## src/rtl/vbi_line_flags.sv

```systemverilog
module vbi_line_flags #(
  parameter int LW = 10,
  parameter int DEF_LAST_F1 = 22,
  parameter int DEF_LAST_F2 = 335
) (
  input  logic          clk,
  input  logic          rst_n,
  input  logic          line_stb,
  input  logic          field_stb,
  input  logic          field_id,
  input  logic [1:0]    mode_sel,
  input  logic          cfg_we,
  input  logic          cfg_fld,
  input  logic [LW-1:0] cfg_val,
  output logic [LW-1:0] line_num,
  output logic          vbi_ok,
  output logic          blank_force,
  output logic [LW-1:0] last_f1,
  output logic [LW-1:0] last_f2
);

  logic          m525_q;
  logic [LW-1:0] line_q, last1_q, last2_q;
  logic [LW-1:0] total, first1, first2;
  logic          b625, b525, win;

  assign total  = m525_q ? LW'(525) : LW'(625);
  assign first1 = m525_q ? LW'(7)   : LW'(6);
  assign first2 = m525_q ? LW'(269) : LW'(318);

  always_ff @(posedge clk) begin
    if (!rst_n) begin
      m525_q  <= 1'b0;
      line_q  <= LW'(1);
      last1_q <= LW'(DEF_LAST_F1);
      last2_q <= LW'(DEF_LAST_F2);
    end else begin
      if (field_stb) m525_q <= mode_sel[1];
      if (field_stb && !field_id) line_q <= LW'(1);
      else if (line_stb) line_q <= (line_q >= total) ? LW'(1) : line_q + LW'(1);
      if (cfg_we && cfg_fld)  last2_q <= cfg_val;
      if (cfg_we && !cfg_fld) last1_q <= cfg_val;
    end
  end

  assign b625 = (line_q >= LW'(623)) || (line_q <= LW'(5)) ||
                (line_q >= LW'(311) && line_q <= LW'(317));
  assign b525 = (line_q >= LW'(523)) || (line_q <= LW'(6)) ||
                (line_q >= LW'(261) && line_q <= LW'(268));
  assign win  = (line_q >= first1 && line_q <= last1_q) ||
                (line_q >= first2 && line_q <= last2_q);

  assign blank_force = m525_q ? b525 : b625;
  assign vbi_ok      = win && !blank_force;
  assign line_num    = line_q;
  assign last_f1     = last1_q;
  assign last_f2     = last2_q;

  assert_field1_R2: assert property (@(posedge clk) disable iff (!rst_n)
    (field_stb && !field_id) |=> (line_num == LW'(1)));

  assert_step_R3: assert property (@(posedge clk) disable iff (!rst_n)
    (line_stb && !field_stb && line_q < total) |=> (line_num == $past(line_num) + LW'(1)));

  assert_range_R3: assert property (@(posedge clk) disable iff (!rst_n)
    (line_num >= LW'(1)) && (line_num <= LW'(625)));

  assert_cfg_R9: assert property (@(posedge clk) disable iff (!rst_n)
    (cfg_we && !cfg_fld) |=> (last_f1 == $past(cfg_val)));

  assert_modehold_R10: assert property (@(posedge clk) disable iff (!rst_n)
    !field_stb |=> (m525_q == $past(m525_q)));

endmodule

```

## config.mk

```make
export PLATFORM = sky130hd
export DESIGN_NAME = vbi_line_flags
export DESIGN_NICKNAME = d
export VERILOG_FILES = /design/src/rtl/vbi_line_flags.sv
export SDC_FILE = /design/constraint.sdc
export NUM_CORES = 1
export LEC_CHECK = 0
export CORE_MARGIN = 3
export CORE_UTILIZATION = 54
export DETAILED_ROUTE_END_ITERATION = 10
export PLACE_DENSITY_LB_ADDON = 0.15
export SLEW_MARGIN = 20
export SYNTH_ARGS = -nofsm -noshare
export SYNTH_HDL_FRONTEND = slang
export SYNTH_SLANG_ARGS = --single-unit
export TNS_END_PERCENT = 10
```

## constraint.sdc

```tcl
create_clock -name clk -period 5.2 [get_ports clk]
set_clock_uncertainty 0.05 [all_clocks]
set_input_delay 1.04 -clock clk [delete_from_list [all_inputs] [get_ports clk]]
set_output_delay 1.04 -clock clk [all_outputs]
set_load 0.02 [all_outputs]
```

==> metrics.md, run 1 <==
| Metric | Value |
|---|---|
| Outcome | completed |
| Clock share of power | about two fifths |
| Post-route minimum period | 4000 ps |
| Final Max Slew Viols | 0 |
| Largest net degree at the start of global routing | 23 |
| Crit-path leading delay family | compound AO/OA/AOI/OAI gates |
| WP data arrival | slightly below 3000 ps |
| Drt drc | 0 |
| Final ANT Viol Nets | 0 |
| Synth top area cells | dfxtp_1 (29%), ha_1 (18%), nand2_1 (8.0%) |
| Clk root buf | clkbuf_8 |
| Crit end category | output port |
| Setup CP Type | flip-flop to output port |
| Antenna violations before repair | 0 |
| Final worst path period share | between 70% and 80% |
| RSZ-0062 raised after global routing | no |
| Number of detailed-route iterations in the first pass | 4 |
| Dominant synthesized flop cell | dfxtp_1 |
| DIE AREA | roughly 4800 um^2 |
| Setup Buffers After CTS | 0 |
| Yosys reg bits | 31 |
| Number of flops mapped to enable cells by yosys | 0 |
| Ant diodes | 0 |
| Die extent in y | around 69 um |
| Yosys top cell area share | 28.9% |
| Initial core utilization | between 50% and 60% |
| First-pass GRT wire length | around 9200 um |
| CP max-delay cell | dfxtp_1 |
| Clock Path Buffers | 2 |
| CTS Sinks | 31 |
| Post-CTS Hold Fix Bufs | 0 |
| Largest area contributor in the synthesized netlist | dfxtp_1 |
| Placement Cell Area | between 2000 and 3000 um^2 |
| CP Launch Type | flip-flop |
| Cts bufs inserted | 5 |
| GPL Wtd Cong | a little over 0.9 |
| Most frequent cell after synthesis | nand2_1 |
| Yosys warnings | 0 |
| Wirelength per Cell | about 15 um |
| IO Port Bufs | approximately 50 |
| Clk pin slew, worst setup/hold paths | about 70 ps |
| Share of cells above drive strength 1 | under 10% |
| Worst min-delay path category | flip-flop to flip-flop |
| Vias/cell | between 5 and 6 |
| Highest Clock Rate | between 0.2 and 0.3 GHz |
| Leak | about 1.1 nW |
| Util after Layout | between 70% and 80% |
| DRT iter0 DRCs | 160 |
| Accumulated negative setup slack | 0 ps |
| Total gr overflow | 0 |
| Cell Chain, Critical Path | ha_1, a21o_1, nand3_1, a21oi_1, o41ai_1, nand2_1, a21oi_2, clkdlybuf4s50_1 |
| CTS resizes | 0 |
| Worst R2R Setup Slack | 3030 ps |
| Cell count after synthesis | ~270 |
| Gate power share | between 15 and 20% |
| Final setup violation count | 0 |
| Clock latency on the worst-skew pair | 280 ps |
| Share of synthesized registers carrying an async set or reset | 0% |
| RR Endpoint | line_num[0] |
| Slew Limit Headroom | 50.4% |
| Synthesized Nets | ~320 |
| Final non-filler cell total | roughly 360 |
| Power density over the cells | between 200 and 250 nW/um^2 |
| Core ar. | 3740 um^2 |
| Boundary Pins | between 50 and 60 |
| Synth Cell Area | roughly 2100 um^2 |
| Library cells used by synthesis | 42 |
| CTS tree | done |
| Cell Int Power | approximately 0.00044 W |
| VDD IR max | approximately 0.00017 V |
| Seq pwr share | between 40% and 50% |
| H-Tree Depth | 2 |
| Inst Count DP | 352 |
| Sequential fraction of the synthesis area | 28.9% |
| # nets final | 361 |
| CP Buf/Inv Count | 1 |
| Worst Hold Depth | 2 |
| Worst EP required | roughly 4100 ps |
| Switching Power | 0.000157 W |
| Hold Crit Start | last_f2[7] |
| R2R depth | 8 |
| Worst Hold End | last_f2[7] |
| Cell area after layout | around 2700 um^2 |
| Total number of vias | 2016 |
| Hold Vio Cnt, Final | 0 |
| Crit Path Max Fanout | 15 |
| HPWL Detailed | around 4000 um |
| Global-route usage over all layers | between 20% and 30% |
| Horiz. Die Dim | a little under 70 um |
| Max cap viols | 0 |
| Syn avg cell area | a little over 8 um^2 |
| R2r startpoint | line_num[1] |
| Vias in the first global route | ~2000 |
| Worst-margin pin slew | between 700 and 800 ps |
| Crit path largest cell delay | 710 ps |
| Routed WL | 5280 um |
| Row cnt | 22 |
| Top cells by count, synth | nand2_1 (46), dfxtp_1 (31), ha_1 (31), inv_1 (25), nor2_1 (17) |
| Synth-to-Final Area Change | 27.2% |
| Sw Ratio | between 20% and 30% |
==> power groups by stage <==
stage | Sequential, W | Clock (W) | Combinational (W)
floorplan | 0.000275 | 0 | 0.0000484
global placement | 0.000266 | 0 | 0.000103
detailed placement | 0.000266 | 0 | 0.000106
CTS | 0.000261 | 0.000233 | 0.000106
global route | 0.000263 | 0.000241 | 0.000118
finish | 0.000261 | 0.000230 | 0.000106
==> worst reg2reg max path, stage by stage (launching register included) <==
cell      delay [ps]
dfxtp_1          620
inv_1            130
ha_1             230
nand2b_1         170
a21oi_1          150
o21ai_1           70
a21oi_1          170
o211ai_2         240
nand2b_1         230
==> how the worst max path moves through the flow <==
stage | start | endpoint | slack, ps | cells after the start
global placement | line_num[3] | vbi_ok | 1560 | 8
global route | line_num[3] | vbi_ok | 1020 | 8
detailed placement | line_num[3] | vbi_ok | 1520 | 8
floorplan | line_num[1] | vbi_ok | 2160 | 8
CTS | line_num[3] | vbi_ok | 1190 | 8
finish | line_num[3] | vbi_ok | 1200 | 8
==> logic make-up after synthesis <==
family	synth area share (%)
simple gates	21.2
compound gates	20.1
buf+inv	7.58
fa+ha+maj	18.1
flops	28.9
xor+xnor	3.26
mux	0.932
==> routing by layer <==
layer	GRT usage, %	wire (um)
met5	0	0
met4	4.99	48
met3	5.10	269
met2	38.1	2490
met1	31.2	2470
==> state kept, by name (all words and copies together), names as in the netlist <==
name / cells
m525_q: 1
line_num: 10
last_f2: 10
last_f1: 10
==> stage by stage <==
stage | hold WS, ps | setup WS (ps) | total power, W
6_report | 437 | 1200 | 0.000597
5_1_grt | 473 | 1020 | 0.000621
4_1_cts | 438 | 1190 | 0.000600
3_5_place_dp | 429 | 1520 | 0.000372
3_3_place_gp | 423 | 1560 | 0.000369
2_1_floorplan | 502 | 2160 | 0.000324
==> area by class of cell <==
| class | instances | area, um^2 |
|---|---|---|
| inverter | 25 | 93.8 |
| fill | 303 | 1010 |
| timing repair buffer | 49 | 490 |
| clock buffer | 6 | 72.6 |
| clock inverter | 1 | 30.0 |
| multi-input combinational | 199 | 1360 |
| sequential | 31 | 621 |
| tap | 48 | 60.1 |
==> cell usage in the layout, fill, tap and decap left out, drive strengths merged, types with 6 or more instances in the layout <==
cell type / count
clkdlybuf4s50: 49
nand2: 46
ha: 31
dfxtp: 31
inv: 25
nor2: 19
a21oi: 15
a21boi: 12
o211ai: 12
nand3: 7
nand4: 6
clkbuf: 6
o21ai: 6
Note: power is estimated with default switching activity, not from simulation.
==> inputs of run 2 (changes only) <==
--- a/config.mk
+++ b/config.mk
@@ -6,7 +6,7 @@
 export NUM_CORES = 1
 export LEC_CHECK = 0
 export CORE_MARGIN = 3
-export CORE_UTILIZATION = 54
+export CORE_UTILIZATION = 45
 export DETAILED_ROUTE_END_ITERATION = 10
 export PLACE_DENSITY_LB_ADDON = 0.15
 export SLEW_MARGIN = 20
==> constraint.sdc (replaced) <==
create_clock -name clk -period 3.3 [get_ports clk]
set_clock_uncertainty 0.05 [all_clocks]
set_input_delay 0.66 -clock clk [delete_from_list [all_inputs] [get_ports clk]]
set_output_delay 0.66 -clock clk [all_outputs]
set_load 0.02 [all_outputs]
==> metrics.md, run 2 (same netlist as run 1, synthesis figures left out) <==
| Metric | Value |
|---|---|
| Outcome | completed (unchanged) |
| Boundary Pins | 51 (unchanged) |
| Number of detailed-route iterations in the first pass | 4 (unchanged) |
| Final Max Slew Viols | 0 (unchanged) |
| Seq pwr share | 43.6% (was 43.7%) |
| Power density over the cells | 327 nW/um^2 (was 219 nW/um^2) |
| Setup Buffers After CTS | 0 (unchanged) |
| Crit Path Max Fanout | 3 (was 15) |
| IO Port Bufs | 49 (unchanged) |
| Worst min-delay path category | flip-flop to flip-flop (unchanged) |
| Clock latency on the worst-skew pair | 280 ps (about the same) |
| Cell Int Power | 0.000667 W (was 0.000440 W) |
| GPL Wtd Cong | 0.846 (was 0.906) |
| Accumulated negative setup slack | 0 ps (unchanged) |
| Total gr overflow | 0 (unchanged) |
| Clock Path Buffers | 2 (unchanged) |
| CP Launch Type | flip-flop (unchanged) |
| Slew Limit Headroom | 66.4% (was 50.4%) |
| HPWL Detailed | 4350 um (was 4010 um) |
| Setup CP Type | flip-flop to output port (unchanged) |
| Max cap viols | 0 (unchanged) |
| Final worst path period share | between 90 and 100% |
| Crit end category | output port (unchanged) |
| # nets final | 375 (was 361) |
| Final ANT Viol Nets | 0 (unchanged) |
| Global-route usage over all layers | 21.6% (was 23.3%) |
| Synth-to-Final Area Change | 32.6% (was 27.2%) |
| Die extent in y | 75.1 um (was 69.1 um) |
| Row cnt | 24 (was 22) |
| Post-route minimum period | ~3100 ps |
| Hold Vio Cnt, Final | 0 (unchanged) |
| Antenna violations before repair | 0 (unchanged) |
| Worst-margin pin slew | 504 ps (was 742 ps) |
| Post-CTS Hold Fix Bufs | 0 (unchanged) |
| Final setup violation count | 0 (unchanged) |
| Largest net degree at the start of global routing | 23 (unchanged) |
| Clk pin slew, worst setup/hold paths | 70 ps (about the same) |
| Final Power | 0.000931 W (was 0.000597 W) |
| Most frequent cells in the layout | clkdlybuf4s50_1 (47), nand2_1 (46), ha_1 (31), dfxtp_1 (30), inv_1 (25) (was clkdlybuf4s50_1 (49), nand2_1 (46), ha_1 (31), dfxtp_1 (31), inv_1 (25)) |
| Gate power share | 19.3% (was 17.7%) |
| First-pass GRT wire length | 9270 um (was 9250 um) |
| Switching Power | 0.000264 W (was 0.000157 W) |
| VDD IR max | 0.000272 V (was 0.000170 V) |
| Vias/cell | 5.46 (was 5.62) |
| Horiz. Die Dim | 75.1 um (was 69.1 um) |
| Ant diodes | 0 (unchanged) |
| Drt drc | 0 (unchanged) |
| Vias in the first global route | 1992 (was 1963) |
| Wirelength per Cell | 14.8 um (was 14.7 um) |
| CTS resizes | 4 (was 0) |
| Core ar. | 4470 um^2 (was 3740 um^2) |
| Worst EP required | 2590 ps (was 4110 ps) |
| CTS tree | done (unchanged) |
| RSZ-0062 raised after global routing | no (unchanged) |
| Leak | 1.21 nW (was 1.13 nW) |
| CTS Sinks | 31 (unchanged) |
| Share of cells above drive strength 1 | 9.82% (was 4.50%) |
| Cts bufs inserted | 5 (unchanged) |
| Clock share of power | 37.1% (was 38.5%) |
| Leading cell type in the layout, fill and taps excluded | clkdlybuf4s50_1 (unchanged) |
| Highest Clock Rate | 0.326 GHz |
| Initial core utilization | 48.0% (was 57.4%) |
| Sw Ratio | 28.4% (was 26.4%) |
| Routed WL | 5590 um (was 5280 um) |
| DIE AREA | 5640 um^2 (was 4770 um^2) |
| H-Tree Depth | 2 (unchanged) |
| DRT iter0 DRCs | 97 (was 160) |
| Total number of vias | 2062 (was 2016) |
| Fill count | 414 (was 303) |
| Clk root buf | clkbuf_8 (unchanged) |
| WP data arrival | 2360 ps (was 2910 ps) |
run 2: cell types whose count changed in the layout (fill, tap and decap cells not counted), sizes merged:
cell / change
buf: +14
bufinv: -1
clkbuf: +1
clkdlybuf4s50: -2
clkinvlp: +1
dlygate4sd2: +2
run 2: final cells by class:
cell class	instances	area, um^2	share of cell area (%)
repair buffers	63	593	20.8
well taps	52	65.1	2.28
multi-input cells	199	1370	48.1
clock buffers	7	96.3	3.38
clock inverters	1	7.51	0.264
inverters	25	93.8	3.30
flip-flops and latches	31	622	21.8
run 2: path summary, 6_finish.rpt:
| path | startpoint | endpoint | slack [ps] | cells after the start |
|---|---|---|---|---|
| max | last_f1[7] | vbi_ok | 230 | 8 |
| min | last_f1[7] | last_f1[7] | 440 | 2 |
| max reg2reg | line_num[0] | line_num[8] | 1370 | 8 |
| min reg2reg | last_f1[7] | last_f1[7] | 440 | 2 |
run 2: metal layers:
layer	vias to the layer above	share of wire [%]	global-route usage, %
li1	1045	-	-
met1	959	48	30.0
met2	49	45	33.0
met3	9	4.8	4.94
met4	0	1.7	7.31
met5	-	0	0
run 2: power groups by stage:
stage	Clock, W	Sequential, W	Combinational (W)
floorplan	0	0.000434	0.0000763
global placement	0	0.000415	0.000177
detailed placement	0	0.000415	0.000180
CTS	0.000349	0.000407	0.000181
global route	0.000369	0.000409	0.000200
finish	0.000345	0.000406	0.000180
run 2: worst max-delay path, cell delays in order (launching register included):
cell,delay [ps]
dfxtp_1,350
inv_1,60
ha_1,290
a211oi_1,210
nor2_1,80
o41ai_1,470
nand2_1,140
a21oi_2,140
dlygate4sd2_1,340
run 2: metrics by stage:
stage               util, %  hold slack [ps]  setup WS [ps]  std cells  cell area, um^2
finish                 63.6              435            233        378             2850
global route           63.6              462           56.2        378             2850
CTS                    63.6              439            223        378             2850
floorplan                 -              502            635        266             2150
detailed placement     61.2              428            266        370             2740
global placement       61.2              418            254        370             2740
==> inputs of run 3 (changes only) <==
--- a/config.mk
+++ b/config.mk
@@ -5,10 +5,13 @@
 export SDC_FILE = /design/constraint.sdc
 export NUM_CORES = 1
 export LEC_CHECK = 0
+export CELL_PAD_IN_SITES_DETAIL_PLACEMENT = 1
+export CELL_PAD_IN_SITES_GLOBAL_PLACEMENT = 1
 export CORE_MARGIN = 3
-export CORE_UTILIZATION = 45
+export CORE_UTILIZATION = 33
 export DETAILED_ROUTE_END_ITERATION = 10
-export PLACE_DENSITY_LB_ADDON = 0.15
+export PLACE_DENSITY = 0.77
+export SKIP_CTS_REPAIR_TIMING = 1
 export SLEW_MARGIN = 20
 export SYNTH_ARGS = -nofsm -noshare
 export SYNTH_HDL_FRONTEND = slang
==> metrics.md, run 3 (same netlist as run 1, synthesis figures left out) <==
| Metric | Value |
|---|---|
| Fin worst setup slack | 298 ps (was 233 ps) |
| Final non-filler cell total | 403 (was 378) |
| Worst R2R Setup Slack | 1240 ps (was 1370 ps) |
| Initial core utilization | 35.2% (was 48.0%) |
| DRT iter0 DRCs | 78 (was 97) |
| Slew Limit Headroom | 61.9% (was 66.4%) |
| Worst min-delay path category | flip-flop to flip-flop (unchanged) |
| Wire length on met3 | 206 um (was 269 um) |
| Outcome | completed (unchanged) |
| Dpl ws | 138 ps (was 266 ps) |
| Clk root buf | clkbuf_8 (unchanged) |
| Routed WL | 6740 um (was 5590 um) |
| Worst-margin pin slew | 571 ps (was 504 ps) |
| Core ar. | 6100 um^2 (was 4470 um^2) |
| Largest net degree at the start of global routing | 18 (was 23) |
| CTS Sinks | 31 (unchanged) |
| Max cap viols | 0 (unchanged) |
| Worst setup path endpoint | vbi_ok (unchanged) |
| Leading cell type in the layout, fill and taps excluded | clkdlybuf4s50_1 (unchanged) |
| Clock Path Buffers | 2 (unchanged) |
| Setup CP Type | flip-flop to output port (unchanged) |
| R2r startpoint | m525_q (was line_num[0]) |
| Leak | 1.22 nW (was 1.21 nW) |
| Cell Chain, Critical Path | inv_1, ha_1, a211oi_1, nor2_1, o41ai_1, nand2_1, a21oi_2, dlymetal6s2s_1 (was inv_1, ha_1, a211oi_1, nor2_1, o41ai_1, nand2_1, a21oi_2, dlygate4sd2_1) |
| Final ANT Viol Nets | 0 (unchanged) |
| Final Power | 0.000897 W (was 0.000931 W) |
| DIE AREA | 7510 um^2 (was 5640 um^2) |
| Final Max Slew Viols | 0 (unchanged) |
| Share of cells above drive strength 1 | 10.4% (was 9.82%) |
| Power density over the cells | 311 nW/um^2 (was 327 nW/um^2) |
| Total gr overflow | 0 (unchanged) |
| Clock latency on the worst-skew pair | 290 ps (was 280 ps) |
| VDD IR max | 0.000180 V (was 0.000272 V) |
| RSZ-0062 raised after global routing | no (unchanged) |
| Row cnt | 28 (was 24) |
| Crit end category | output port (unchanged) |
| R2R depth | 7 (was 8) |
| WP data arrival | 2290 ps (was 2360 ps) |
| IO Port Bufs | 49 (unchanged) |
| Synth-to-Final Area Change | 34.2% (was 32.6%) |
| Critical path origin | last_f1[7] (unchanged) |
| Cell count along the critical path | 8 (unchanged) |
| Inst Count DP | 395 (was 370) |
| Most frequent cells in the layout | clkdlybuf4s50_1 (47), nand2_1 (46), ha_1 (31), dfxtp_1 (29), inv_1 (25) (was clkdlybuf4s50_1 (47), nand2_1 (46), ha_1 (31), dfxtp_1 (30), inv_1 (25)) |
| Worst EP required | 2590 ps (about the same) |
| Final worst path period share | 91.0% (was 93.0%) |
| GPL Wtd Cong | 0.787 (was 0.846) |
| # nets final | 377 (was 375) |
| Fill count | 762 (was 414) |
| Final setup violation count | 0 (unchanged) |
| Highest Signal Layer | met4 (unchanged) |
| Ant diodes | 0 (unchanged) |
| Wirelength per Cell | 16.7 um (was 14.8 um) |
| CP max-delay cell | o41ai_1 (unchanged) |
| Clk pin slew, worst setup/hold paths | 70 ps (about the same) |
| Detail Route met2 WL | 3150 um (was 2520 um) |
| HPWL Detailed | 5320 um (was 4350 um) |
| Die extent in y | 86.7 um (was 75.1 um) |
| Post-route minimum period | 3000 ps (was 3070 ps) |
| Hold Vio Cnt, Final | 0 (unchanged) |
| Drt drc | 0 (unchanged) |
| Antenna violations before repair | 0 (unchanged) |
| Crit path largest cell delay | 430 ps (was 470 ps) |
| Number of detailed-route iterations in the first pass | 4 (unchanged) |
| CP Launch Type | flip-flop (unchanged) |
| RR Endpoint | line_num[0] (was line_num[8]) |
| Global-route usage over all layers | 19.3% (was 21.6%) |
| Horiz. Die Dim | 86.7 um (was 75.1 um) |
| H-Tree Depth | 2 (unchanged) |
| Highest Clock Rate | 0.333 GHz (was 0.326 GHz) |
| First-pass GRT wire length | 11200 um (was 9270 um) |
| Cts bufs inserted | 5 (unchanged) |
| Total number of vias | 2084 (was 2062) |
| Vias/cell | 5.17 (was 5.46) |
| CP Buf/Inv Count | 2 (unchanged) |
| Crit-path leading delay family | compound AO/OA/AOI/OAI gates (unchanged) |
| CTS tree | done (unchanged) |
| Boundary Pins | 51 (unchanged) |
| Crit Path Max Fanout | 3 (unchanged) |
| Wire length on met1 | 3270 um (was 2700 um) |
| Vias in the first global route | 2170 (was 1992) |
run 3: changes by cell type in the layout (fill, tap and decap cells not counted), sizes merged:
| cell | previous run | this run |
|---|---|---|
| dlymetal6s2s | 0 | 2 |
| buf | 14 | 16 |
| clkbuf | 7 | 6 |
| clkinv | 0 | 1 |
| dlygate4sd2 | 2 | 0 |
run 3: per-layer routing:
metal  global-route usage (%)  vias to the layer above
met5                        0                        -
met4                     6.66                        0
met3                     3.04                        8
met2                     30.8                       41
met1                     26.2                      983
li1                         -                     1052
run 3: worst min path at each step:
stage	from	endpoint	slack, ps	cells past startpoint
floorplan	last_f2[9]	last_f2[9]	500	2
global placement	last_f2[4]	last_f2[4]	420	2
detailed placement	last_f2[4]	last_f2[4]	440	2
CTS	last_f2[4]	last_f2[4]	450	2
global route	last_f1[9]	last_f1[9]	460	2
finish	last_f2[4]	last_f2[4]	440	2
run 3: metrics by stage:
stage / utilization, % / instance area, um^2 / hold slack [ps] / setup TNS [ps]
final: 47.3 / 2880 / 439 / 0
after detailed placement: 45.6 / 2780 / 437 / 0
after global placement: 45.6 / 2780 / 424 / 0
after floorplan: - / 2150 / 502 / 0
after global routing: 47.3 / 2880 / 465 / 0
after CTS: 47.0 / 2870 / 446 / -322
run 3: worst register-to-register path, delay by kind of cell (launching register included):
kind,cells,cell delay (ps)
simple gates,1,230
compound gates,4,710
flops,1,510
fa+ha+maj,1,310
buf+inv,1,170
run 3: where the power goes:
part	internal (W)	switching [W]
sequential	0.000391	0.0000168
clock	0.000147	0.000156
combinational	0.0000871	0.0000981
total	0.000626	0.000271
run 3: final cells by class:
class	instances	area [um^2]	share of cell area, %
multi-input cells	199	1370	47.5
flip-flops and latches	31	623	21.6
clock inverters	2	12.5	0.434
clock buffers	6	72.6	2.52
inverters	25	93.8	3.26
repair buffers	65	616	21.4
well taps	75	93.8	3.26
